==> src/rtl/pwm_multi_pkg.sv <==
package pwm_multi_pkg;
  localparam int unsigned PER_W = 30;
  localparam int unsigned BUS_W = 32;

  localparam logic [7:0] OFS_POL  = 8'h40;
  localparam logic [7:0] OFS_RUN  = 8'h44;
  localparam logic [7:0] OFS_DONE = 8'h48;
  localparam logic [7:0] OFS_UPD  = 8'h4C;
  localparam logic [7:0] OFS_OE   = 8'hD0;

  typedef logic [PER_W-1:0] tick_t;

  // Number of high cycles in one period.
  function automatic tick_t high_span(tick_t per, tick_t low);
    return (low >= per) ? '0 : tick_t'(per - low);
  endfunction

  // Pin level for a given count.
  function automatic logic drive_high(tick_t cnt, tick_t per, tick_t low);
    return cnt < high_span(per, low);
  endfunction

  // Last cycle of a period.
  function automatic logic at_end(tick_t cnt, tick_t per);
    return ({1'b0, cnt} + (PER_W+1)'(1)) >= {1'b0, per};
  endfunction
endpackage

==> src/rtl/pwm_multi_regs.sv <==
module pwm_multi_regs
  import pwm_multi_pkg::*;
#(
  parameter int unsigned NCH = 4,
  parameter int unsigned AW  = 8
) (
  input  logic                        clk,
  input  logic                        rst_n,
  input  logic                        wr,
  input  logic [AW-1:0]               addr,
  input  logic [BUS_W-1:0]            wdata,
  input  logic [NCH-1:0]              done_set,
  output logic [BUS_W-1:0]            rdata,
  output logic [NCH-1:0][PER_W-1:0]   per_q,
  output logic [NCH-1:0][PER_W-1:0]   low_q,
  output logic [NCH-1:0]              run_q,
  output logic [NCH-1:0]              upd_q,
  output logic [NCH-1:0]              oe_q,
  output logic [NCH-1:0]              pol_q,
  output logic [NCH-1:0]              done_q
);
  localparam int unsigned PAD = BUS_W - PER_W;
  localparam int unsigned BPAD = BUS_W - NCH;

  logic hit_pol, hit_run, hit_done, hit_upd, hit_oe;
  assign hit_pol  = (addr == AW'(OFS_POL));
  assign hit_run  = (addr == AW'(OFS_RUN));
  assign hit_done = (addr == AW'(OFS_DONE));
  assign hit_upd  = (addr == AW'(OFS_UPD));
  assign hit_oe   = (addr == AW'(OFS_OE));

  logic [NCH-1:0] clr_vec;
  assign clr_vec = (wr && hit_done) ? wdata[NCH-1:0] : '0;

  genvar gi;
  generate
    for (gi = 0; gi < NCH; gi++) begin : g_chreg
      logic hit_low, hit_per;
      assign hit_low = (addr == AW'(8 * gi));
      assign hit_per = (addr == AW'(8 * gi + 4));
      always_ff @(posedge clk or negedge rst_n) begin
        if (!rst_n) begin
          low_q[gi] <= '0;
          per_q[gi] <= '0;
        end else if (wr) begin
          if (hit_low) low_q[gi] <= wdata[PER_W-1:0];
          if (hit_per) per_q[gi] <= wdata[PER_W-1:0];
        end
      end
    end
  endgenerate

  always_ff @(posedge clk or negedge rst_n) begin
    if (!rst_n) begin
      run_q  <= '0;
      upd_q  <= '0;
      oe_q   <= '0;
      pol_q  <= '0;
      done_q <= '0;
    end else begin
      if (wr && hit_run) run_q <= wdata[NCH-1:0];
      if (wr && hit_upd) upd_q <= wdata[NCH-1:0];
      if (wr && hit_oe)  oe_q  <= wdata[NCH-1:0];
      if (wr && hit_pol) pol_q <= wdata[NCH-1:0];
      done_q <= (done_q & ~clr_vec) | done_set;
    end
  end

  always_comb begin
    rdata = '0;
    for (int i = 0; i < NCH; i++) begin
      if (addr == AW'(8 * i))     rdata = {{PAD{1'b0}}, low_q[i]};
      if (addr == AW'(8 * i + 4)) rdata = {{PAD{1'b0}}, per_q[i]};
    end
    if (hit_pol)  rdata = {{BPAD{1'b0}}, pol_q};
    if (hit_run)  rdata = {{BPAD{1'b0}}, run_q};
    if (hit_done) rdata = {{BPAD{1'b0}}, done_q};
    if (hit_upd)  rdata = {{BPAD{1'b0}}, upd_q};
    if (hit_oe)   rdata = {{BPAD{1'b0}}, oe_q};
  end
endmodule

==> src/rtl/pwm_multi_chan.sv <==
module pwm_multi_chan
  import pwm_multi_pkg::*;
(
  input  logic  clk,
  input  logic  rst_n,
  input  logic  run,
  input  logic  upd,
  input  logic  oe,
  input  tick_t per_reg,
  input  tick_t low_reg,
  output logic  pin,
  output logic  active,
  output tick_t cnt,
  output tick_t per_w,
  output tick_t low_w,
  output logic  start_evt,
  output logic  apply_evt
);
  logic  upd_prev;
  logic  pend;
  tick_t pend_per, pend_low;
  logic  upd_fall, term;

  assign start_evt = run & ~active;
  assign upd_fall  = upd_prev & ~upd;
  assign term      = at_end(cnt, per_w);
  assign apply_evt = run & active & pend & term;

  always_ff @(posedge clk or negedge rst_n) begin
    if (!rst_n) begin
      active   <= 1'b0;
      upd_prev <= 1'b0;
      cnt      <= '0;
      per_w    <= '0;
      low_w    <= '0;
      pend     <= 1'b0;
      pend_per <= '0;
      pend_low <= '0;
    end else begin
      active   <= run;
      upd_prev <= upd;
      if (!run) begin
        cnt  <= '0;
        pend <= 1'b0;
      end else if (start_evt) begin
        per_w <= per_reg;
        low_w <= low_reg;
        cnt   <= '0;
        pend  <= 1'b0;
      end else begin
        cnt <= term ? '0 : tick_t'(cnt + 1'b1);
        if (apply_evt) begin
          per_w <= pend_per;
          low_w <= pend_low;
        end
        if (upd_fall) begin
          pend     <= 1'b1;
          pend_per <= per_reg;
          pend_low <= low_reg;
        end else if (apply_evt) begin
          pend <= 1'b0;
        end
      end
    end
  end

  assign pin = active & oe & drive_high(cnt, per_w, low_w);
endmodule

==> src/rtl/pwm_multi.sv <==
module pwm_multi
  import pwm_multi_pkg::*;
#(
  parameter int unsigned NCH = 4,
  parameter int unsigned AW  = 8
) (
  input  logic              clk,
  input  logic              rst_n,
  input  logic              bus_wr,
  input  logic [AW-1:0]     bus_addr,
  input  logic [BUS_W-1:0]  bus_wdata,
  output logic [BUS_W-1:0]  bus_rdata,
  output logic [NCH-1:0]    pwm_o
);
  logic [NCH-1:0][PER_W-1:0] per_q, low_q;
  logic [NCH-1:0]            run_q, upd_q, oe_q, pol_q, done_q;

  logic [NCH-1:0][PER_W-1:0] cnt_v, perw_v, loww_v;
  logic [NCH-1:0]            act_v, start_v, apply_v;

  pwm_multi_regs #(.NCH(NCH), .AW(AW)) u_regs (
    .clk      (clk),
    .rst_n    (rst_n),
    .wr       (bus_wr),
    .addr     (bus_addr),
    .wdata    (bus_wdata),
    .done_set (apply_v),
    .rdata    (bus_rdata),
    .per_q    (per_q),
    .low_q    (low_q),
    .run_q    (run_q),
    .upd_q    (upd_q),
    .oe_q     (oe_q),
    .pol_q    (pol_q),
    .done_q   (done_q)
  );

  genvar gc;
  generate
    for (gc = 0; gc < NCH; gc++) begin : g_ch
      pwm_multi_chan u_chan (
        .clk       (clk),
        .rst_n     (rst_n),
        .run       (run_q[gc]),
        .upd       (upd_q[gc]),
        .oe        (oe_q[gc]),
        .per_reg   (per_q[gc]),
        .low_reg   (low_q[gc]),
        .pin       (pwm_o[gc]),
        .active    (act_v[gc]),
        .cnt       (cnt_v[gc]),
        .per_w     (perw_v[gc]),
        .low_w     (loww_v[gc]),
        .start_evt (start_v[gc]),
        .apply_evt (apply_v[gc])
      );
    end
  endgenerate
endmodule

==> config.mk <==
export PLATFORM = sky130hd
export DESIGN_NAME = pwm_multi
export DESIGN_NICKNAME = d
export VERILOG_FILES = /design/src/rtl/pwm_multi_pkg.sv /design/src/rtl/pwm_multi_regs.sv /design/src/rtl/pwm_multi_chan.sv /design/src/rtl/pwm_multi.sv
export SDC_FILE = /design/constraint.sdc
export NUM_CORES = 2
export LEC_CHECK = 0
export ABC_AREA = 1
export CORE_MARGIN = 1.5
export CORE_UTILIZATION = 50
export DETAILED_ROUTE_END_ITERATION = 12
export HOLD_SLACK_MARGIN = 0.08
export PLACE_DENSITY = 0.66
export RECOVER_POWER = 50
export SLEW_MARGIN = 20
export SYNTH_ARGS = -nofsm -noshare
export SYNTH_HDL_FRONTEND = slang
export SYNTH_SLANG_ARGS = --single-unit
==> constraint.sdc <==
create_clock -name clk -period 4.5 [get_ports clk]
set_input_delay 0.9 -clock clk [delete_from_list [all_inputs] [get_ports clk]]
set_output_delay 0.9 -clock clk [all_outputs]
set_load 0.02 [all_outputs]
Word-level counts from Yosys, hierarchy flattened
Cells that the tools add are included.
{"block": "op_classes", "n_mux": 62, "eq_ne": 16, "n_lt_le_gt_ge": 12, "bitwise_logic": 43, "n_addsub": 12, "n_reduce_logical": 26}
{"operator": "2-to-1 mux 30 bit", "count": 45}
{"operator": "adder 30 x 1 -> 31 bit (second input constant)", "count": 4}
{"operator": "greater-or-equal comparator 31 x 30 -> 1 bit", "count": 4}
{"operator": "adder 30 x 1 -> 30 bit (second input constant)", "count": 4}
{"operator": "greater-or-equal comparator 30 bit", "count": 4}
{"operator": "less-than comparator 30 bit", "count": 4}
{"operator": "subtractor 30 bit", "count": 4}
{"operator": "== test 8 x 5 -> 1 bit (second input constant)", "count": 4}
{"operator": "== test 8 x 7 -> 1 bit (second input constant)", "count": 4}
{"operator": "AND 1 bit", "count": 28}
{"operator": "AND reduction 2 bit", "count": 12}
{"operator": "== test 8 x 4 -> 1 bit (second input constant)", "count": 2}
{"operator": "2-to-1 mux 1 bit", "count": 16}
{"operator": "!= test 4 x 1 -> 1 bit (second input constant)", "count": 4}
{"operator": "NOT 1 bit", "count": 12}
{"operator": "AND reduction 3 bit", "count": 4}
{"operator": "== test 8 x 3 -> 1 bit (second input constant)", "count": 1}
{"operator": "== test 8 bit (second input constant)", "count": 1}
{"operator": "logical NOT 8 bit", "count": 1}
{"operator": "nonzero test 2 bit", "count": 4}
{"operator": "logical AND 1 bit", "count": 5}
{"operator": "AND 4 bit", "count": 1}
{"operator": "2-to-1 mux 4 bit", "count": 1}
{"operator": "NOT 4 bit", "count": 1}
{"operator": "OR 4 bit", "count": 1}
{"block": "totals", "reg_bits": 872, "output_inout_bits": 36, "input_bits": 43, "wordCells": 216}

Depth between registers and ports, before layout
{"block": "depth", "word_depth": 14, "mapped_depth": 30, "ltp_nobuf": 29}

Modules after synthesis
Synthesis repeated with hierarchy kept, for this count alone.
{"block": "unflattened", "hier_cells": 7144, "area_unflattened_um2": 53143.5}
{"module": "pwm_multi_chan at g_ch[0].u_chan ...", "seq_area_each_um2": 3828.7, "cells_each": 1440, "area_per_inst_um2": 10426.2, "instances": 2}
{"module": "pwm_multi_regs", "seq_area_each_um2": 6506.2, "cells_each": 1337, "area_per_inst_um2": 11292.1, "instances": 1}
{"module": "pwm_multi_chan at g_ch[3].u_chan", "seq_area_each_um2": 3828.7, "cells_each": 1462, "area_per_inst_um2": 10545.1, "instances": 1}
{"module": "pwm_multi_chan at g_ch[1].u_chan", "seq_area_each_um2": 3828.7, "cells_each": 1465, "area_per_inst_um2": 10453.8, "instances": 1}

Worst setup path before layout
OpenSTA, ideal clock, no wires.
{"block": "synth_timing", "path_type": "register to output", "startpoint": "reg g_ch[3].u_chan.per_w[0]", "endpoint": "out pwm_o[3]", "required_ns": 3.600, "path_stages_with_launch": 22, "path_buffers": 1, "arrival_time_ns": 3.291, "slack_ns": 0.309, "cell_sequence": "dfrtp_1 inv_1 ha_1 inv_1 fa_1 nand2_1 nand3_1 a21oi_1 o21ai_0 a21boi_0 o21ai_0 or2_2 nand3_1 ha_1 nand2_1 inv_1 nand3_1 nor4_1 inv_1 nor4_1 a21oi_1 buf_4"}
{"block": "synth_between", "elab_chain_cells": 4, "elab_cells_between_ends": 5, "classes_between": "add/sub: 1; order compare: 2; mux: 1; bitwise: 1"}
{"item": "start, declared", "line_no": "pwm_multi_chan.sv:14", "rtl": "output tick_t per_w,"}
{"item": "start signal, assigned", "line_no": "pwm_multi_chan.sv:46", "rtl": "per_w <= per_reg;"}
{"item": "start signal, assigned", "line_no": "pwm_multi_chan.sv:53", "rtl": "per_w <= pend_per;"}
{"item": "subtractor 30 bit or greater-or-equal comparator 30 bit (tied branches)", "line_no": "pwm_multi_pkg.sv:15", "rtl": "return (low >= per) ? '0 : tick_t'(per - low);"}
{"item": "2-to-1 mux 30 bit (*)", "line_no": "pwm_multi_pkg.sv:15"}
{"item": "less-than comparator 30 bit (*)", "line_no": "pwm_multi_pkg.sv:20", "rtl": "return cnt < high_span(per, low);"}
{"item": "AND 1 bit (*)", "line_no": "pwm_multi_chan.sv:67", "rtl": "assign pin = active & oe & drive_high(cnt, per_w, low_w);"}
{"item": "end, declared", "line_no": "pwm_multi.sv:13", "rtl": "output logic [NCH-1:0] pwm_o"}
Every way passes the cells marked *; elsewhere a longest branch is shown, timed or not.

Worst setup path after layout
{"block": "layout_timing", "startpoint": "reg g_ch[0].u_chan.low_w[29]", "endpoint": "out pwm_o[0]"}
{"block": "layout_between", "elab_chain_cells": 4, "elab_cells_between_ends": 5, "classes_between": "add/sub: 1; order compare: 2; mux: 1; bitwise: 1"}
{"item": "start, declared", "line_no": "pwm_multi_chan.sv:15", "rtl": "output tick_t low_w,"}
{"item": "start signal, assigned", "line_no": "pwm_multi_chan.sv:47", "rtl": "low_w <= low_reg;"}
{"item": "start signal, assigned", "line_no": "pwm_multi_chan.sv:54", "rtl": "low_w <= pend_low;"}
{"item": "subtractor 30 bit or greater-or-equal comparator 30 bit (tied branches)", "line_no": "pwm_multi_pkg.sv:15"}
{"item": "2-to-1 mux 30 bit (*)", "line_no": "pwm_multi_pkg.sv:15"}
{"item": "less-than comparator 30 bit (*)", "line_no": "pwm_multi_pkg.sv:20"}
{"item": "AND 1 bit (*)", "line_no": "pwm_multi_chan.sv:67"}
Marks and branches as above.

==> results.md <==
* Starting DRT DRC Count at 4351
* Final worst clock skew at 17.2 ps
* Detailed placement HPWL at 126000 um
* Clock tree sinks at 872
* Post-route design area at ~0.066 mm2
* Capture point of the worst path: pwm_o[0]
* Fillers at 9379
* Cells along the critical path: inv_2, ha_1, nand2_1, buf_4, inv_1, nand4_1, nor3_2, nand2_1, and2_4, buf_4, nand2_1, ha_1, nand2_1, inv_1, nand3_1, a31oi_1, a2111oi_2, nand2_1, a21oi_2, buf_4
* Post-route clock period utilization at 1.11
* Syn Std Cell Area at ~0.053 mm2
* Total power consumption of the routed design at 17800 uW
* FF-to-FF path depth at 20
* Final setup fails at 4
* Max frequency at 201 MHz
* Die Footprint at between 0.1 and 0.15 mm2
* Post-synth top flop: sky130_fd_sc_hd__dfrtp_1
* Type of the most critical hold path: reg2reg
* TritonCTS clock tree: done
* CTS H-tree depth at 3
* Minimum clock period after layout at 4990 ps
* Largest net degree at the start of global routing at 122
* Power per Cell Area at 271 mW/mm2
* WL met2 at 75500 um
* Routed length per placed instance at 18.2 um
* Number of library cell types mapped by synthesis at 58
* Wirelength, routed at 168000 um
* Total congestion overflow at 0
* Kind of end point of the critical path: output pin
* Vias after detailed routing at 49400
* Longest individual stage delay on the worst path at about 370 ps
* Top metal layer carrying routed signals: met5
* Final nets at 8162
* Number of max-slew violations in the final report at 281
* Mapped Cells at 7088
* Most common library cell in the layout ignoring fill and taps: sky130_fd_sc_hd__nand2_1
* Ratio of cells with drive above 1 in the final layout at 0.184
* Detailed-route DRC error count at 0
* Global-route wire length before repair at 257000 um
* Initial antenna violation count at 8
* Power share of the clock group at 0.468
* Width of the die at 328 um
* Yosys Warn Count at 0
* Switching part of the total at 0.252
* CP Data Arrival Time at just over 4000 ps
* Remaining antenna violation count at 0
* Leakage at 0.0329 uW
* Number of maximum-capacitance constraint violations at 4
* Crit-path slowest cell: sky130_fd_sc_hd__dfrtp_1
* Setup repair after global routing missed its margin: true
* Core Util, Final at 0.630
* Final hold violations at 0
* Internal Pwr Total at between 10000 and 15000 uW
* Most frequent CP cell: sky130_fd_sc_hd__nand2_1
* Fraction of synthesis flops using an asynchronous set or reset pin at 1.00
* Outcome: finished with violations
* Critical path peak fanout at 13
* CP Class: reg2out
* Average size of a mapped cell at 7.43 um2
* Via-per-instance ratio at 5.37
* Worst-case headroom to the max-slew limit at -0.750
* Startpoint class of the critical path: flip-flop
* Capture point of the worst reg-to-reg path: g_ch[3].u_chan.per_w[5]$_DFFE_PN0P_
* Quantity of hold-fixing buffers added after cts at 0
* EDFF count, synth at 0
* PortBufs at 74
* Core area at 0.104 mm2
* Data required time of the worst path at between 3000 and 4000 ps
* Leading post-synthesis cells by cell area: sky130_fd_sc_hd__dfrtp_1, sky130_fd_sc_hd__nand2_1, sky130_fd_sc_hd__ha_1
* Fraction of synthesized cell area taken by the top area cell type at 0.414
* Area leader, netlist: sky130_fd_sc_hd__dfrtp_1
* Met3 wire length at 15900 um
* IO Count at 79
* Number of global-route vias before repair at 46500
* VDD IR max at 292 uV
* Total iterations of the first detailed-routing run at 6
* Maximum root-to-sink buffer count at 3
* Clock insertion delay at the later pin of the skew report at ~690 ps
* Number of storage elements in the synthesis netlist at 872
* Clock root cell: sky130_fd_sc_hd__clkbuf_16
* Pin slew with the least headroom to its limit at 2620 ps
* Part of the Yosys area used for sequential elements at 0.414
* TritonCTS buffer count at 97
* Violations in the final reports: capacitance limit, slew limit, setup timing
* Combined global-route utilization of all metal layers at 0.306
* R2R setup slack at just over 300 ps
* Initial standard-cell utilization of the core at 0.507
* Critical path startpoint: g_ch[0].u_chan.low_w[29]$_DFFE_PN0P_
* Least setup slack across all paths after layout at -487 ps
* Net Sw Power at 4490 uW
* Share of power burned in combinational logic at 0.079
* Metal1 wirelength at 72100 um
* Routability congestion estimate from global placement at 0.950
* Clock transition at the register clock pins on the worst setup and hold paths after CTS at approximately 60 ps
* Area delta synth->final at 24.4%
* Vertical extent of the die at between 300 and 400 um
* Number of placement rows at 118
* Start of the worst register-to-register path: g_ch[3].u_chan.cnt[0]$_DFF_PN0_
* Cell area reported after detailed placement at between 0.05 and 0.06 mm2
* Most frequent cells in the layout: sky130_fd_sc_hd__nand2_1, sky130_fd_sc_hd__inv_1, sky130_fd_sc_hd__dfrtp_1, sky130_fd_sc_hd__o21ai_0, sky130_fd_sc_hd__buf_4
* Sequential power share at 0.454
synthesized netlist by cell type (5+ instances only):
cell type	number
sky130_fd_sc_hd__nand3_2	5
sky130_fd_sc_hd__dfrtp_1	872
sky130_fd_sc_hd__nor3_1	75
sky130_fd_sc_hd__a211oi_1	16
sky130_fd_sc_hd__o2111ai_1	13
sky130_fd_sc_hd__nand2_2	6
sky130_fd_sc_hd__o22ai_1	30
sky130_fd_sc_hd__o21ai_1	12
sky130_fd_sc_hd__buf_2	26
sky130_fd_sc_hd__o221ai_1	5
sky130_fd_sc_hd__ha_1	360
sky130_fd_sc_hd__a21o_1	26
sky130_fd_sc_hd__o21bai_1	13
sky130_fd_sc_hd__buf_6	18
sky130_fd_sc_hd__xnor2_1	23
sky130_fd_sc_hd__a21oi_1	239
sky130_fd_sc_hd__a21boi_0	12
sky130_fd_sc_hd__o211ai_1	14
sky130_fd_sc_hd__nand3_1	398
sky130_fd_sc_hd__inv_1	961
sky130_fd_sc_hd__buf_4	24
sky130_fd_sc_hd__clkbuf_1	214
sky130_fd_sc_hd__nand2_1	2029
sky130_fd_sc_hd__o41ai_1	14
sky130_fd_sc_hd__or2_2	52
sky130_fd_sc_hd__nor2_1	428
sky130_fd_sc_hd__nand4_1	88
sky130_fd_sc_hd__nor4_1	35
sky130_fd_sc_hd__xor2_1	105
sky130_fd_sc_hd__a31oi_1	19
sky130_fd_sc_hd__nor2_2	6
sky130_fd_sc_hd__nand3b_1	10
sky130_fd_sc_hd__o21ai_0	876
sky130_fd_sc_hd__and2_1	6
sky130_fd_sc_hd__nand2_4	6
final cells by class:
cell class                 count  area, um2  share of cell area
timing repair buffer         852       6790               0.104
antenna                        5       12.5            0.000191
multi-input combinational   4966      28200               0.431
tap                         1380       1730              0.0264
clock buffer                 138       2830              0.0432
sequential                   872      21800               0.333
clock inverter                37        469             0.00716
inverter                     966       3640              0.0555
routing by layer:
| metal | vias to the layer above | GRT usage |
|---|---|---|
| met1 | 23400 | 0.419 |
| met3 | 238 | 0.0883 |
| met5 | - | 0.0173 |
| li1 | 24200 | - |
| met4 | 10 | 0.0852 |
| met2 | 1509 | 0.472 |
worst max-delay path: cells and delay by family, from the launching register on:
family	cells	cell delay [ps]
and+or+nand+nor	9	1120
AOI/OAI and AO/OA	3	580
DFF	1	370
adders and majority gates	2	560
buffers and inverters	6	770
power groups by stage:
stage / sequential [uW] / clock, uW / combinational, uW
global placement: 8200 / 0 / 1220
detailed placement: 8200 / 0 / 1240
floorplan: 8160 / 0 / 583
global route: 8070 / 8730 / 1540
finish: 8070 / 8320 / 1400
CTS: 8060 / 8420 / 1300
flip-flops by register name, summed over array words and instances (netlist names):
signal	cells
g_ch.u_chan.active	4
g_ch.u_chan.cnt	120
g_ch.u_chan.low_w	120
g_ch.u_chan.pend	4
g_ch.u_chan.pend_low	120
g_ch.u_chan.pend_per	120
g_ch.u_chan.per_w	120
g_ch.u_chan.upd_prev	4
u_regs.done_q	4
u_regs.low_q	120
u_regs.oe_q	4
u_regs.per_q	120
u_regs.pol_q	4
u_regs.run_q	4
u_regs.upd_q	4
metrics by stage:
step | setup TNS [ps] | std cells | hold WS (ps) | setup slack, ps
floorplan | 0 | 7089 | 386 | 309
global placement | -8250 | 8970 | 425 | -423
detailed placement | -8950 | 8970 | 429 | -447
CTS | -2170 | 9163 | 286 | -665
global route | -3560 | 9212 | 451 | -692
finish | -1810 | 9216 | 445 | -487
logic make-up (layout without fill, tap and decap cells):
kind of cell / Yosys count / in the layout / synth area share
flip-flops: 872 / 872 / 0.414
adder cells (fa/ha/maj): 364 / 364 / 0.0871
AO/OA/AOI/OAI: 1313 / 1313 / 0.134
XOR/XNOR: 128 / 128 / 0.0213
other: 1 / 7 / 0.0000712
AND/OR/NAND/NOR: 3159 / 3159 / 0.249
buffers and inverters: 1251 / 1993 / 0.0941
what timing repair did:
action | CTS | global route
gates cloned | 0 | 1
resized for setup | 208 | 357
buffers inserted | 19 | 48
pin swaps | 51 | 140
setup endpoints to repair | 31 | 244
worst min-delay path by stage:
stage / endpoint / startpoint / cells past startpoint
finish: g_ch[3].u_chan.upd_prev$_DFF_PN0_ / u_regs.upd_q[3]$_DFFE_PN0P_ / 0
global route: g_ch[3].u_chan.upd_prev$_DFF_PN0_ / u_regs.upd_q[3]$_DFFE_PN0P_ / 0
CTS: g_ch[2].u_chan.cnt[5]$_DFF_PN0_ / rst_n / 1
detailed placement: g_ch[3].u_chan.upd_prev$_DFF_PN0_ / u_regs.upd_q[3]$_DFFE_PN0P_ / 0
global placement: g_ch[3].u_chan.upd_prev$_DFF_PN0_ / u_regs.upd_q[3]$_DFFE_PN0P_ / 0
floorplan: g_ch[2].u_chan.upd_prev$_DFF_PN0_ / u_regs.upd_q[2]$_DFFE_PN0P_ / 0
(Power assumes the default switching activity.)
